$ cat src/rtl/det_pkg.sv
package det_pkg;

    // Number of bits in the searched pattern; oldest bit is the MSB.
    localparam int unsigned PAT_LEN   = 7;
    localparam logic [PAT_LEN-1:0] PATTERN = 7'b0110011;
    localparam int unsigned NUM_ST    = PAT_LEN + 1;
    localparam int unsigned ST_W      = $clog2(NUM_ST);

    // State name = number of leading pattern bits matched.
    typedef enum logic [ST_W-1:0] {
        ST_M0 = 3'b000,
        ST_M1 = 3'b111,
        ST_M2 = 3'b101,
        ST_M3 = 3'b001,
        ST_M4 = 3'b010,
        ST_M5 = 3'b110,
        ST_M6 = 3'b011,
        ST_M7 = 3'b100
    } det_state_e;

    typedef struct packed {
        det_state_e state;
    } det_regs_t;

endpackage

$ cat src/rtl/det_next_state.sv
module det_next_state
    import det_pkg::*;
(
    input  det_state_e cur,
    input  logic       bit_in,
    output det_state_e nxt
);

    // Transition table: match advances one step; mismatch falls back to the
    // longest suffix of the received bits that is still a pattern prefix.
    always_comb begin
        nxt = ST_M0;
        unique case (cur)
            ST_M0: nxt = bit_in ? ST_M0 : ST_M1;   // "" -> "0"
            ST_M1: nxt = bit_in ? ST_M2 : ST_M1;   // "00" keeps "0"
            ST_M2: nxt = bit_in ? ST_M3 : ST_M1;   // "010" keeps "0"
            ST_M3: nxt = bit_in ? ST_M0 : ST_M4;   // "0111" keeps nothing
            ST_M4: nxt = bit_in ? ST_M2 : ST_M5;   // "01101" keeps "01"
            ST_M5: nxt = bit_in ? ST_M6 : ST_M1;   // "011000" keeps "0"
            ST_M6: nxt = bit_in ? ST_M7 : ST_M1;   // "0110010" keeps "0"
            ST_M7: nxt = bit_in ? ST_M0 : ST_M4;   // overlap keeps "0110"
            default: nxt = ST_M0;
        endcase
    end

endmodule

$ cat src/rtl/det_hit_decode.sv
module det_hit_decode
    import det_pkg::*;
(
    input  det_state_e state,
    output logic       hit
);

    always_comb begin
        hit = (state == ST_M7);
    end

endmodule

$ cat src/rtl/pattern_detector.sv
module pattern_detector
    import det_pkg::*;
(
    input  logic clk,
    input  logic rst,
    input  logic din,
    output logic match
);

    det_regs_t  regs_d;
    det_regs_t  regs_q;
    det_state_e nxt_state;

    det_next_state u_next (
        .cur    (regs_q.state),
        .bit_in (din),
        .nxt    (nxt_state)
    );

    always_comb begin
        regs_d = regs_q;
        regs_d.state = nxt_state;
        if (rst) begin
            regs_d.state = ST_M0;
        end
    end

    always_ff @(posedge clk) begin
        regs_q <= regs_d;
    end

    det_hit_decode u_decode (
        .state (regs_q.state),
        .hit   (match)
    );

    // reset clears the output on the next cycle
    p_reset_clears_r1: assert property (@(posedge clk)
        rst |=> !match);

    // a pulse always follows a sampled 1 (last pattern bit)
    p_match_after_one_r2: assert property (@(posedge clk) disable iff (rst)
        match |-> $past(din));

    // after a completed match a 0 keeps four bits matched
    p_overlap_keep_r4: assert property (@(posedge clk) disable iff (rst)
        (match && !din) |=> (regs_q.state == ST_M4));

    // 01101 falls back to 01 matched
    p_fallback_r5: assert property (@(posedge clk) disable iff (rst)
        ((regs_q.state == ST_M4) && din) |=> (regs_q.state == ST_M2));

    // no back-to-back pulses
    p_single_pulse_r6: assert property (@(posedge clk) disable iff (rst)
        match |=> !match);

    // a 1 in idle stays idle
    p_idle_hold_r7: assert property (@(posedge clk) disable iff (rst)
        ((regs_q.state == ST_M0) && din) |=> (regs_q.state == ST_M0));

endmodule

$ cat config.mk
export PLATFORM = sky130hd
export DESIGN_NAME = pattern_detector
export DESIGN_NICKNAME = d
export VERILOG_FILES = /design/src/rtl/det_pkg.sv /design/src/rtl/det_next_state.sv /design/src/rtl/det_hit_decode.sv /design/src/rtl/pattern_detector.sv
export SDC_FILE = /design/constraint.sdc
export NUM_CORES = 1
export LEC_CHECK = 0
export BUFFER_PORTS_ARGS = -buffer_cell sky130_fd_sc_hd__buf_2
export CAP_MARGIN = 20
export CELL_PAD_IN_SITES_DETAIL_PLACEMENT = 0
export CELL_PAD_IN_SITES_GLOBAL_PLACEMENT = 1
export CORE_AREA = 2 2 39 41
export CTS_CLUSTER_SIZE = 10
export DETAILED_ROUTE_END_ITERATION = 10
export DIE_AREA = 0 0 41 43
export PLACE_DENSITY_LB_ADDON = 0.1
export SLEW_MARGIN = 15
export SYNTH_ARGS = -nofsm -noshare
export SYNTH_HDL_FRONTEND = slang
export SYNTH_HIERARCHICAL = 1
export SYNTH_SLANG_ARGS = --single-unit
$ cat constraint.sdc
create_clock -name clk -period 1.1 [get_ports clk]
set_input_delay 0.165 -clock clk [delete_from_list [all_inputs] [get_ports clk]]
set_output_delay 0.165 -clock clk [all_outputs]
set_load 0.05 [all_outputs]
# --- Word-level counts from Yosys, hierarchy flattened ---
# Cells that the tools add are included.
word_totals:
  wordCells: 18
  input_bits: 3
  regBits: 3
  out_inout_bits: 1
op_classes:
  n_eq_ne: 7
  reduce_logical: 2
  muxes: 8
op_table:
  columns: ["op", "count"]
  rows:
  - ["$pmux W3 S7", 1]
  - ["$eq A3 B3 Y1 const B", 4]
  - ["$mux W3", 3]
  - ["$mux W2", 4]
  - ["$eq A3 B2 Y1 const B", 2]
  - ["$eq A3 B1 Y1 const B", 1]
  - ["$logic_not A3 Y1", 1]
  - ["$reduce_or A2 Y1", 1]

# --- Longest topological paths before layout ---
# Gate-level depths: netlist (run 1).
depth:
  depth_word: 3
  mapped_depth: 4
  ltp_nobuf: 4

# --- Cells and area by module ---
# The synthesis (run 1) kept the hierarchy.
by_module_without_submodules:
  columns: ["module", "cells_per_inst", "n_inst", "seq_area_each_um2", "area_per_inst_um2"]
  rows:
  - ["pattern_detector", 6, 1, 60.1, 78.8]
  - ["det_next_state", 12, 1, 0.0, 65.1]
  - ["det_hit_decode", 1, 1, 0.0, 12.5]

# --- Worst setup path after synthesis (run 1) ---
# Ideal clock, no wire load.
synth_timing:
  path_kind: "flip-flop to output port"
  from: "register regs_q[2] (netlist bit)"
  to: "output match"
  required_time_ps: 935
  arrival_time_ps: 1071
  n_path_buf: 0
  path_stages_with_launch: 2
  setup_slack_ps: -136
  cell_sequence: "dfxtp_1 nor3b_2"
synth_via:
  elab_chain_len: 1
synth_rtl:
  columns: ["element", "line", "rtl"]
  rows:
  - ["from (decl)", "pattern_detector.sv:11", "det_regs_t regs_q;"]
  - ["from (signal assigned)", "pattern_detector.sv:29", "regs_q <= regs_d;"]
  - ["$eq A3 B3 Y1", "det_hit_decode.sv:9", "hit = (state == ST_M7);"]
  - ["to (decl)", "pattern_detector.sv:7", "output logic match"]
# Every way passes these cells.

# --- Worst setup path after layout (run 1) ---
layout_timing:
  from: "register regs_q[0] (netlist bit)"
  to: "output match"
# Same word-level chain as after synthesis.

==> results of run 1 <==
where the power goes:
part | internal, W | total, W | switching, W
Clock | 0.000136 | 0.000191 | 0.0000551
Sequential | 0.000121 | 0.000131 | 0.00000987
Combinational | 0.0000607 | 0.000118 | 0.0000568
final timing paths:
check	from	end	slack, ns	depth (start not counted)
setup / recovery	regs_q[0]$_SDFF_PP0_	match	-0.004	2
hold / removal	rst	regs_q[0]$_SDFF_PP0_	0.11	2
setup reg to reg	regs_q[0]$_SDFF_PP0_	regs_q[2]$_SDFF_PP0_	0.05	5
hold reg to reg	regs_q[2]$_SDFF_PP0_	regs_q[1]$_SDFF_PP0_	0.78	4
final cells by class:
class                      count  area (um2)  area share
tap                           16        20.0      0.0724
inverter                       1        3.75      0.0136
multi-input combinational     15         111       0.403
clock buffer                   4        26.3      0.0950
timing repair buffer           6        43.8       0.158
sequential                     3        71.3       0.258
cells in the final DEF, fill, tap and decap left out:
master,instances
a21oi_1,2
buf_2,2
buf_4,3
buf_6,1
clkbuf_1,1
clkbuf_4,3
dfxtp_4,3
inv_1,1
nand2_1,1
nand3b_1,1
nor2_1,1
nor2b_1,4
nor3_2,1
nor3b_4,1
o21ai_0,1
o21ai_1,1
o22ai_1,1
xnor2_2,1
stage by stage:
step | setup TNS [ns] | std cells | hold WS (ns)
floorplan | 0 | 19 | 0.237
global placement | 0 | 38 | 0.354
detailed placement | 0 | 38 | 0.356
CTS | -0.0243 | 45 | 0.0999
global route | -0.0977 | 45 | 0.108
finish | -0.00358 | 45 | 0.111
logic make-up (layout without fill, tap and decap cells):
group,Yosys count,count (layout)
compound gates,5,5
xor+xnor,1,1
buf+inv,1,11
flops,3,3
simple gates,9,9
worst max-delay path, stage by stage (launching register included):
cell and delay, ns:
dfxtp_4 0.34, nor3b_4 0.19, buf_6 0.18
repair_timing:
action,in CTS,in global routing
cloned,0,0
resized for setup,8,2
buffers inserted,3,0
setup endpoints to repair,1,3
hold buffers,0,0
hold endpoints to repair,0,0
pin swaps,1,0
layer usage:
metal | track usage | wire length (um)
met1 | 0.0447 | 144
met2 | 0.0969 | 239
met3 | 0.0157 | 12
met4 | 0.100 | 0
met5 | 0 | 0
==> results by group, run 1 <==
STA
  – Max-slew violation count: 0
  – FMAX: 906 MHz
  – Rel. slew slack: 0.907
  – Final WS setup: -0.00358 ns
  – Max Clock Skew: 0.000935 ns
  – Final period util: 1.00
  – Final-report hold violation count: 0
  – Least-Margin Pin Slew: 0.138 ns
  – RSZ-0062 raised after global routing: true
  – Fin crit period: 1.10 ns
  – Final setup viols: 1

Layout
  – Biggest regs: regs_q: 3 flops
  – Filler cell count: 162
  – Fin util: 0.200
  – Number of inserted diodes: 0
  – Nets: 33
  – Post-route cell area: 277 um2
  – Layout cells sized above 1: 0.517
  – Max FFs per register: 3
  – Biggest register: regs_q
  – Layout area overhead: 76.8%

Critical path
  – Crit Path Max Fanout: 2
  – Crit end category: primary output
  – Critical path arrival: 0.94 ns
  – Worst setup path category: flip-flop to primary output
  – CP Data Required Time: 0.94 ns
  – Critical Path Source Type: flip-flop

Floorplanning
  – Die area: 1760 um2
  – Die Y-Extent: 43 um
  – Die Width: 41 um
  – Io pins: 4
  – Core area: 1380 um2
  – Starting density of the core: 0.113
  – Row cnt: 14

Power
  – Power, Total: 0.000439 W
  – P_leak: 0.108 nW
  – Maximum vdd drop: 0.311 mV
  – Pwr/cell area: 1590 nW/um2

Drt
  – Post-DR vias/cell: 3.56
  – Initial drt markers: 0
  – Avg WL per Cell: 8.80 um
  – Antenna Nets Post-Route: 0
  – WL final: 396 um
  – Drt first pass iters: 1
  – # DRC: 0
  – Total number of vias: 160

Synthesis
  – Adder-Cell Fraction of Synth Area: 0
  – Dominant cell by count in the synthesized netlist: nor2b_1
  – #FFs+latches synth: 3
  – Mapped Area: 156 um2
  – Multiplexer share of the synthesized area: 0
  – Post-synth ARST share: 0
  – Area contributors post-synth: dfxtp_1 38%, nor2b_1 16%, nor3b_2 8.0%
  – YS warnings: 6
  – Post-synth EDFFs: 0
  – Main combinational cell family by area after synthesis: simple AND/OR/NAND/NOR gates
  – Share of the synthesized area in the top cell type: 0.384
  – Count of cell types in the netlist: 13
  – Syn Nets: 22
  – Compound-cell area share of the yosys netlist: 0.168
  – Instance count of the mapped netlist: 19
  – Register area share after synthesis: 0.384
  – Mean Syn Cell Area: 8.23 um2
  – Synth top cells by count: 4 x nor2b_1, 3 x dfxtp_1, 2 x a21oi_1
  – Synth area leader: dfxtp_1
  – Synth Area in XOR/XNOR: 0.0560
  – Synth Area in Simple Gates: 0.368
  – Post-synth top flop: dfxtp_1

Clock network
  – CTS tree: built
  – CTS Buf Count: 3
  – Clock tree buffer depth: 2
  – Worst-skew pair later-pin latency: 0.23 ns
  – Clk slew on worst S/H paths: 0.03 ns
  – H-tree depth: 1
  – CTS sink cnt: 3
  – Clk root buf: clkbuf_4

Global route
  – Vias in the first global route: 186
  – GRT overflow: 0
  – Initial antenna violation count: 0
  – Total GRT Usage: 0.0631
  – Largest net degree at the start of global routing: 8
  – First-pass GRT wire length: 648 um

Status
  – Failing checks: setup timing
  – Status: finished, violations left

Place
  – Pre-CTS WS: 0.0546 ns
  – Gpl congestion: 0.646
  – Placed cell area: 198 um2
  – PortBufs: 3

Worst hold path
  – HP Class: primary input to flip-flop

Flow run
  – Max-Cap Viols: 0
No activity file was read; power rests on OpenSTA's default activity.
==> run 2: changes to the inputs <==
--- a/constraint.sdc
+++ b/constraint.sdc
@@ -3,2 +3,2 @@
 set_output_delay 0.165 -clock clk [all_outputs]
-set_load 0.05 [all_outputs]
+set_load 0.02 [all_outputs]
==> results by group, run 2 (same netlist as run 1, synthesis figures left out) <==
STA
  – Final setup viols: 0 (-1)
  – RSZ-0062 raised after global routing: true
  – Setup TNS: 0 ns (+0.00358 ns)
  – Fin crit period: 1.07 ns (-0.0306 ns)
  – Worst hold slack: 0.115 ns (+0.00428 ns)
  – Final-report hold violation count: 0 (unchanged)
  – Max-slew violation count: 0 (unchanged)
  – Least-Margin Pin Slew: 0.148 ns (+0.00995 ns)
  – FMAX: 932 MHz (+2.9%)
  – Final period util: 0.975 (-0.0278)
  – Max Clock Skew: 0.00196 ns (+0.00103 ns)
  – Rel. slew slack: 0.900 (-0.00642)
  – Final WS setup: 0.0270 ns (+0.0306 ns)

Layout
  – Footprint of the multi-input gates: 98.8 um2 (-11%)
  – Filler cell count: 163 (+0.62%)
  – Post-route cell area: 256 um2 (-7.2%)
  – Most frequent cells in the layout: 4 x nor2b_1, 3 x clkbuf_4, 3 x dfxtp_4
  – Biggest register: regs_q
  – FF+latch area: 71.3 um2 (unchanged)
  – Max FFs per register: 3 (unchanged)
  – Most common cell after layout, fill and taps aside: nor2b_1
  – Number of inserted diodes: 0 (unchanged)
  – Layout area overhead: 64.0%
  – Biggest regs: regs_q: 3 flops
  – Fin util: 0.185 (-0.0145)
  – Layout cells sized above 1: 0.429 (-0.0887)
  – Nets: 32 (-3.0%)

Global route
  – Largest net degree at the start of global routing: 9 (+1)
  – Total GRT Usage: 0.0571 (-0.00607)
  – Vias in the first global route: 151 (-19%)
  – Initial antenna violation count: 0 (unchanged)
  – First-pass GRT wire length: 579 um (-11%)
  – GRT overflow: 0 (unchanged)

Place
  – Gpl congestion: 0.536 (-17%)
  – DP Wirelength: 260 um
  – Placed cell area: 191 um2 (-3.2%)
  – Pre-CTS WS: 0.0912 ns (+0.0366 ns)
  – PortBufs: 3 (unchanged)

Critical path
  – Worst Path Buf+Inv: 1 (unchanged)
  – FF-to-FF End: regs_q[0]$_SDFF_PP0_
  – Crit Path Max Fanout: 3 (+1)
  – Crit end category: primary output
  – CP max stage delay: 0.35 ns (about the same)
  – CP Data Required Time: 0.94 ns (about the same)
  – Cell chain of the critical path: nor3b_4 -> buf_6
  – Critical Path Source Type: flip-flop
  – R2r worst-path depth: 5 (unchanged)
  – WP depth: 2 (unchanged)
  – Critical Path End: match
  – Crit path from: regs_q[0]$_SDFF_PP0_
  – R2r setup slk: 0.05 ns (about the same)
  – FF-to-FF Start: regs_q[0]$_SDFF_PP0_
  – Worst setup path category: flip-flop to primary output
  – Critical path arrival: 0.91 ns (-0.03 ns)
  – CP max stage cell: dfxtp_4
  – Crit path max-delay family: flip-flops

Clock network
  – CTS tree: built
  – Clock tree buffer depth: 2 (unchanged)
  – Hold Buf Count CTS: 0 (unchanged)
  – CTS Buf Count: 3 (unchanged)
  – Clk root buf: clkbuf_4
  – CTS sink cnt: 3 (unchanged)
  – H-tree depth: 1 (unchanged)
  – Clk slew on worst S/H paths: 0.04 ns (about the same)
  – Worst-skew pair later-pin latency: 0.23 ns (about the same)

Drt
  – # DRC: 0 (unchanged)
  – Post-DR vias/cell: 3.52 (-0.92%)
  – Wire length on met3: 21 um (+75%)
  – Avg WL per Cell: 8.23 um (-6.5%)
  – Total number of vias: 155 (-3.1%)
  – Initial drt markers: 0 (unchanged)
  – Drt first pass iters: 1 (unchanged)
  – DR WL met2: 194 um (-19%)
  – Max Used Layer: met3
  – WL final: 362 um (-8.6%)
  – M1 wire length: 146 um (+1.4%)
  – Antenna Nets Post-Route: 0 (unchanged)

Status
  – Status: finished clean

Power
  – Sw Ratio: 0.256 (-0.0209)
  – Pwr/cell area: 1620 nW/um2 (+1.7%)
  – Maximum vdd drop: 0.465 mV (+50%)
  – Share of power burned in registers: 0.329 (+0.031)
  – Comb pwr share: 0.214 (-0.054)
  – Clock power frac: 0.458 (+0.023)
  – Internal: 0.000308 W (-2.9%)
  – P_sw: 0.000106 W (-13%)
  – P_leak: 0.0984 nW (-9.3%)

Floorplanning
  – Die area: 1760 um2 (unchanged)
  – Die Width: 41 um (unchanged)
  – Starting density of the core: 0.113 (unchanged)
  – Io pins: 4 (unchanged)
  – Die Y-Extent: 43 um (unchanged)
  – Core area: 1380 um2 (unchanged)
  – Row cnt: 14 (unchanged)

Worst hold path
  – HP Class: primary input to flip-flop

Flow run
  – Max-Cap Viols: 0 (unchanged)
==> run 2: cell types whose count changed in the layout (fill, tap and decap cells not counted), sizes merged <==
cell	delta
buf	-1
==> run 2: area by class of cell <==
| type | count | share of cell area |
|---|---|---|
| multi-input combinational | 15 | 0.385 |
| sequential | 3 | 0.278 |
| timing repair buffer | 5 | 0.141 |
| clock buffer | 4 | 0.102 |
| tap | 16 | 0.0780 |
| inverter | 1 | 0.0146 |
==> run 2: what timing repair did <==
action | CTS | global route
endpoints found under the setup margin | 1 | 1
resized for setup | 5 | 4
setup buffers | 0 | 2
pin swaps | 0 | 1
==> run 2: per-layer routing <==
| layer | GRT usage | up-vias |
|---|---|---|
| li1 | - | 83 |
| met1 | 0.0446 | 69 |
| met2 | 0.0750 | 3 |
| met3 | 0.0209 | 0 |
| met4 | 0.100 | 0 |
| met5 | 0 | - |
==> run 2: through the flow <==
stage	total power, W	cells
2_1_floorplan	0.000184	19
3_3_place_gp	0.000203	38
3_5_place_dp	0.000203	38
4_1_cts	0.000408	42
5_1_grt	0.000437	44
6_report	0.000415	44
==> run 2: power groups by stage <==
stage / Combinational (W) / Sequential [W] / Clock [W]
6_report: 0.0000886 / 0.000136 / 0.000190
5_1_grt: 0.0000971 / 0.000137 / 0.000203
4_1_cts: 0.0000630 / 0.000143 / 0.000202
3_5_place_dp: 0.0000603 / 0.000143 / 0
3_3_place_gp: 0.0000612 / 0.000142 / 0
2_1_floorplan: 0.0000459 / 0.000138 / 0
==> run 2: how the worst min path moves through the flow <==
stage	cells after the start	startpoint	to	slack, ns
6_report	2	rst	regs_q[2]$_SDFF_PP0_	0.12
5_1_grt	2	rst	regs_q[1]$_SDFF_PP0_	0.12
4_1_cts	2	rst	regs_q[2]$_SDFF_PP0_	0.11
3_5_place_dp	2	rst	regs_q[1]$_SDFF_PP0_	0.37
3_3_place_gp	2	rst	regs_q[2]$_SDFF_PP0_	0.37
2_1_floorplan	1	rst	regs_q[0]$_SDFF_PP0_	0.24
==> run 3: changes to the inputs <==
- RECOVER_POWER: unset -> 100
- clock period: 1.1 -> 0.98 ns (I/O delays scaled with it)
==> results by group, run 3 (same netlist as run 1, synthesis figures left out) <==
Status
  – Status: finished, violations left
  – Failing checks: setup timing

Critical path
  – Crit end category: primary output
  – Critical Path Source Type: flip-flop
  – Crit Path Max Fanout: 3 (unchanged)
  – CP Data Required Time: 0.83 ns (-0.11 ns)
  – Critical path arrival: 0.89 ns (-0.02 ns)
  – Worst setup path category: flip-flop to primary output

STA
  – RSZ-0062 raised after global routing: true
  – Final period util: 1.06
  – Rel. slew slack: 0.903 (+0.00247)
  – Final WS setup: -0.0596 ns (-0.0867 ns)
  – FMAX: 962 MHz
  – Final-report hold violation count: 0 (unchanged)
  – Max Clock Skew: 0.00275 ns (+0.000793 ns)
  – Fin crit period: 1.04 ns
  – Max-slew violation count: 0 (unchanged)
  – Final setup viols: 3 (+3)
  – Least-Margin Pin Slew: 0.145 ns (-0.00368 ns)

Drt
  – Total number of vias: 163 (+5.2%)
  – Drt first pass iters: 2 (+1)
  – Antenna Nets Post-Route: 0 (unchanged)
  – WL final: 390 um (+7.7%)
  – Post-DR vias/cell: 3.54 (+0.59%)
  – Initial drt markers: 1 (+1)
  – # DRC: 0 (unchanged)
  – Avg WL per Cell: 8.48 um (+3.1%)

Clock network
  – CTS tree: built
  – Clock tree buffer depth: 2 (unchanged)
  – CTS sink cnt: 3 (unchanged)
  – Worst-skew pair later-pin latency: 0.23 ns (about the same)
  – Clk root buf: clkbuf_4
  – Clk slew on worst S/H paths: 0.04 ns (about the same)
  – CTS Buf Count: 3 (unchanged)
  – H-tree depth: 1 (unchanged)

Power
  – Share of power burned in registers: 0.314 (-0.015)
  – Clock power frac: 0.450 (-0.008)
  – Comb pwr share: 0.236 (+0.022)
  – Power, Total: 0.000471 W (+14%)
  – P_leak: 0.111 nW (+13%)
  – Sw Ratio: 0.255 (-0.00131)
  – Internal: 0.000351 W (+14%)
  – Maximum vdd drop: 0.546 mV (+17%)
  – P_sw: 0.000120 W (+13%)
  – Pwr/cell area: 1750 nW/um2 (+8.3%)

Place
  – Gpl congestion: 0.620 (+16%)
  – Placed Cells: 38 (unchanged)
  – Placed cell area: 191 um2 (unchanged)
  – Pre-CTS WS: -0.0126 ns (-0.104 ns)
  – PortBufs: 3 (unchanged)

Worst hold path
  – HP Class: primary input to flip-flop

Layout
  – Most common cell after layout, fill and taps aside: buf_4
  – Biggest regs: regs_q: 3 flops
  – Layout area overhead: 72.0%
  – Number of inserted diodes: 0 (unchanged)
  – Post-route cell area: 269 um2 (+4.9%)
  – Max FFs per register: 3 (unchanged)
  – Filler cell count: 161 (-1.2%)
  – Nets: 34 (+6.3%)
  – Biggest register: regs_q
  – Layout cells sized above 1: 0.500 (+0.0714)
  – Finished Layout Cells: 46 (+4.5%)
  – Most frequent cells in the layout: 5 x buf_4, 4 x nor2b_1, 3 x clkbuf_4, 3 x dfxtp_4

Global route
  – Largest net degree at the start of global routing: 7 (-2)
  – Total GRT Usage: 0.0542 (-0.00289)
  – First-pass GRT wire length: 586 um (+1.2%)
  – Vias in the first global route: 168 (+11%)
  – Initial antenna violation count: 0 (unchanged)
  – GRT overflow: 0 (unchanged)

Floorplanning
  – Row cnt: 14 (unchanged)
  – Core area: 1380 um2 (unchanged)
  – Starting density of the core: 0.113 (unchanged)
  – Die area: 1760 um2 (unchanged)
  – Io pins: 4 (unchanged)
  – Die Y-Extent: 43 um (unchanged)
  – Die Width: 41 um (unchanged)

Flow run
  – Max-Cap Viols: 0 (unchanged)
==> run 3: per-stage QoR <==
step / hold slack, ns / TNS (ns) / utilization
floorplan: 0.219 / 0 / -
global placement: 0.344 / -0.0140 / 0.138
detailed placement: 0.346 / -0.0126 / 0.138
CTS: 0.0847 / -0.130 / 0.194
global route: 0.0911 / -0.255 / 0.194
finish: 0.0963 / -0.0995 / 0.194
==> run 3: final timing paths <==
check                       startpoint              endpoint  slack, ns  depth (start not counted)
setup / recovery  regs_q[0]$_SDFF_PP0_                 match      -0.06                          2
hold / removal                     rst  regs_q[2]$_SDFF_PP0_        0.1                          2
setup reg to reg  regs_q[2]$_SDFF_PP0_  regs_q[0]$_SDFF_PP0_      -0.04                          5
hold reg to reg   regs_q[1]$_SDFF_PP0_  regs_q[1]$_SDFF_PP0_       0.64                          3
==> run 3: layout make-up <==
type / instances / area, um2 / area share
inverter: 1 / 3.75 / 0.0140
multi-input combinational: 15 / 100 / 0.372
clock buffer: 4 / 26.3 / 0.0977
tap: 16 / 20.0 / 0.0744
timing repair buffer: 7 / 47.5 / 0.177
sequential: 3 / 71.3 / 0.265
==> run 3: what timing repair did <==
item	in CTS	in global routing
hold buffers	0	0
setup endpoints to repair	3	3
buffers inserted	4	0
gates cloned	0	0
pin swaps	1	0
hold endpoints to repair	0	0
resized for setup	8	0
==> run 3: power groups by stage <==
| stage | registers [W] | clock network (W) | logic (W) |
|---|---|---|---|
| after floorplan | 0.000154 | 0 | 0.0000516 |
| final | 0.000148 | 0.000212 | 0.000111 |
| after CTS | 0.000148 | 0.000229 | 0.000112 |
| after global routing | 0.000149 | 0.000234 | 0.000122 |
| after global placement | 0.000160 | 0 | 0.0000671 |
| after detailed placement | 0.000160 | 0 | 0.0000675 |
==> run 3: routing by layer <==
metal	track usage	vias up	wire, um
li1	-	88	-
met1	0.0577	72	195
met2	0.0656	3	185
met3	0.0157	0	8
met4	0.0800	0	0
met5	0	-	0
==> run 3: critical path, stage by stage, from the launching register on <==
cell and delay (ns):
dfxtp_4 0.34, nor3b_2 0.17, buf_4 0.16
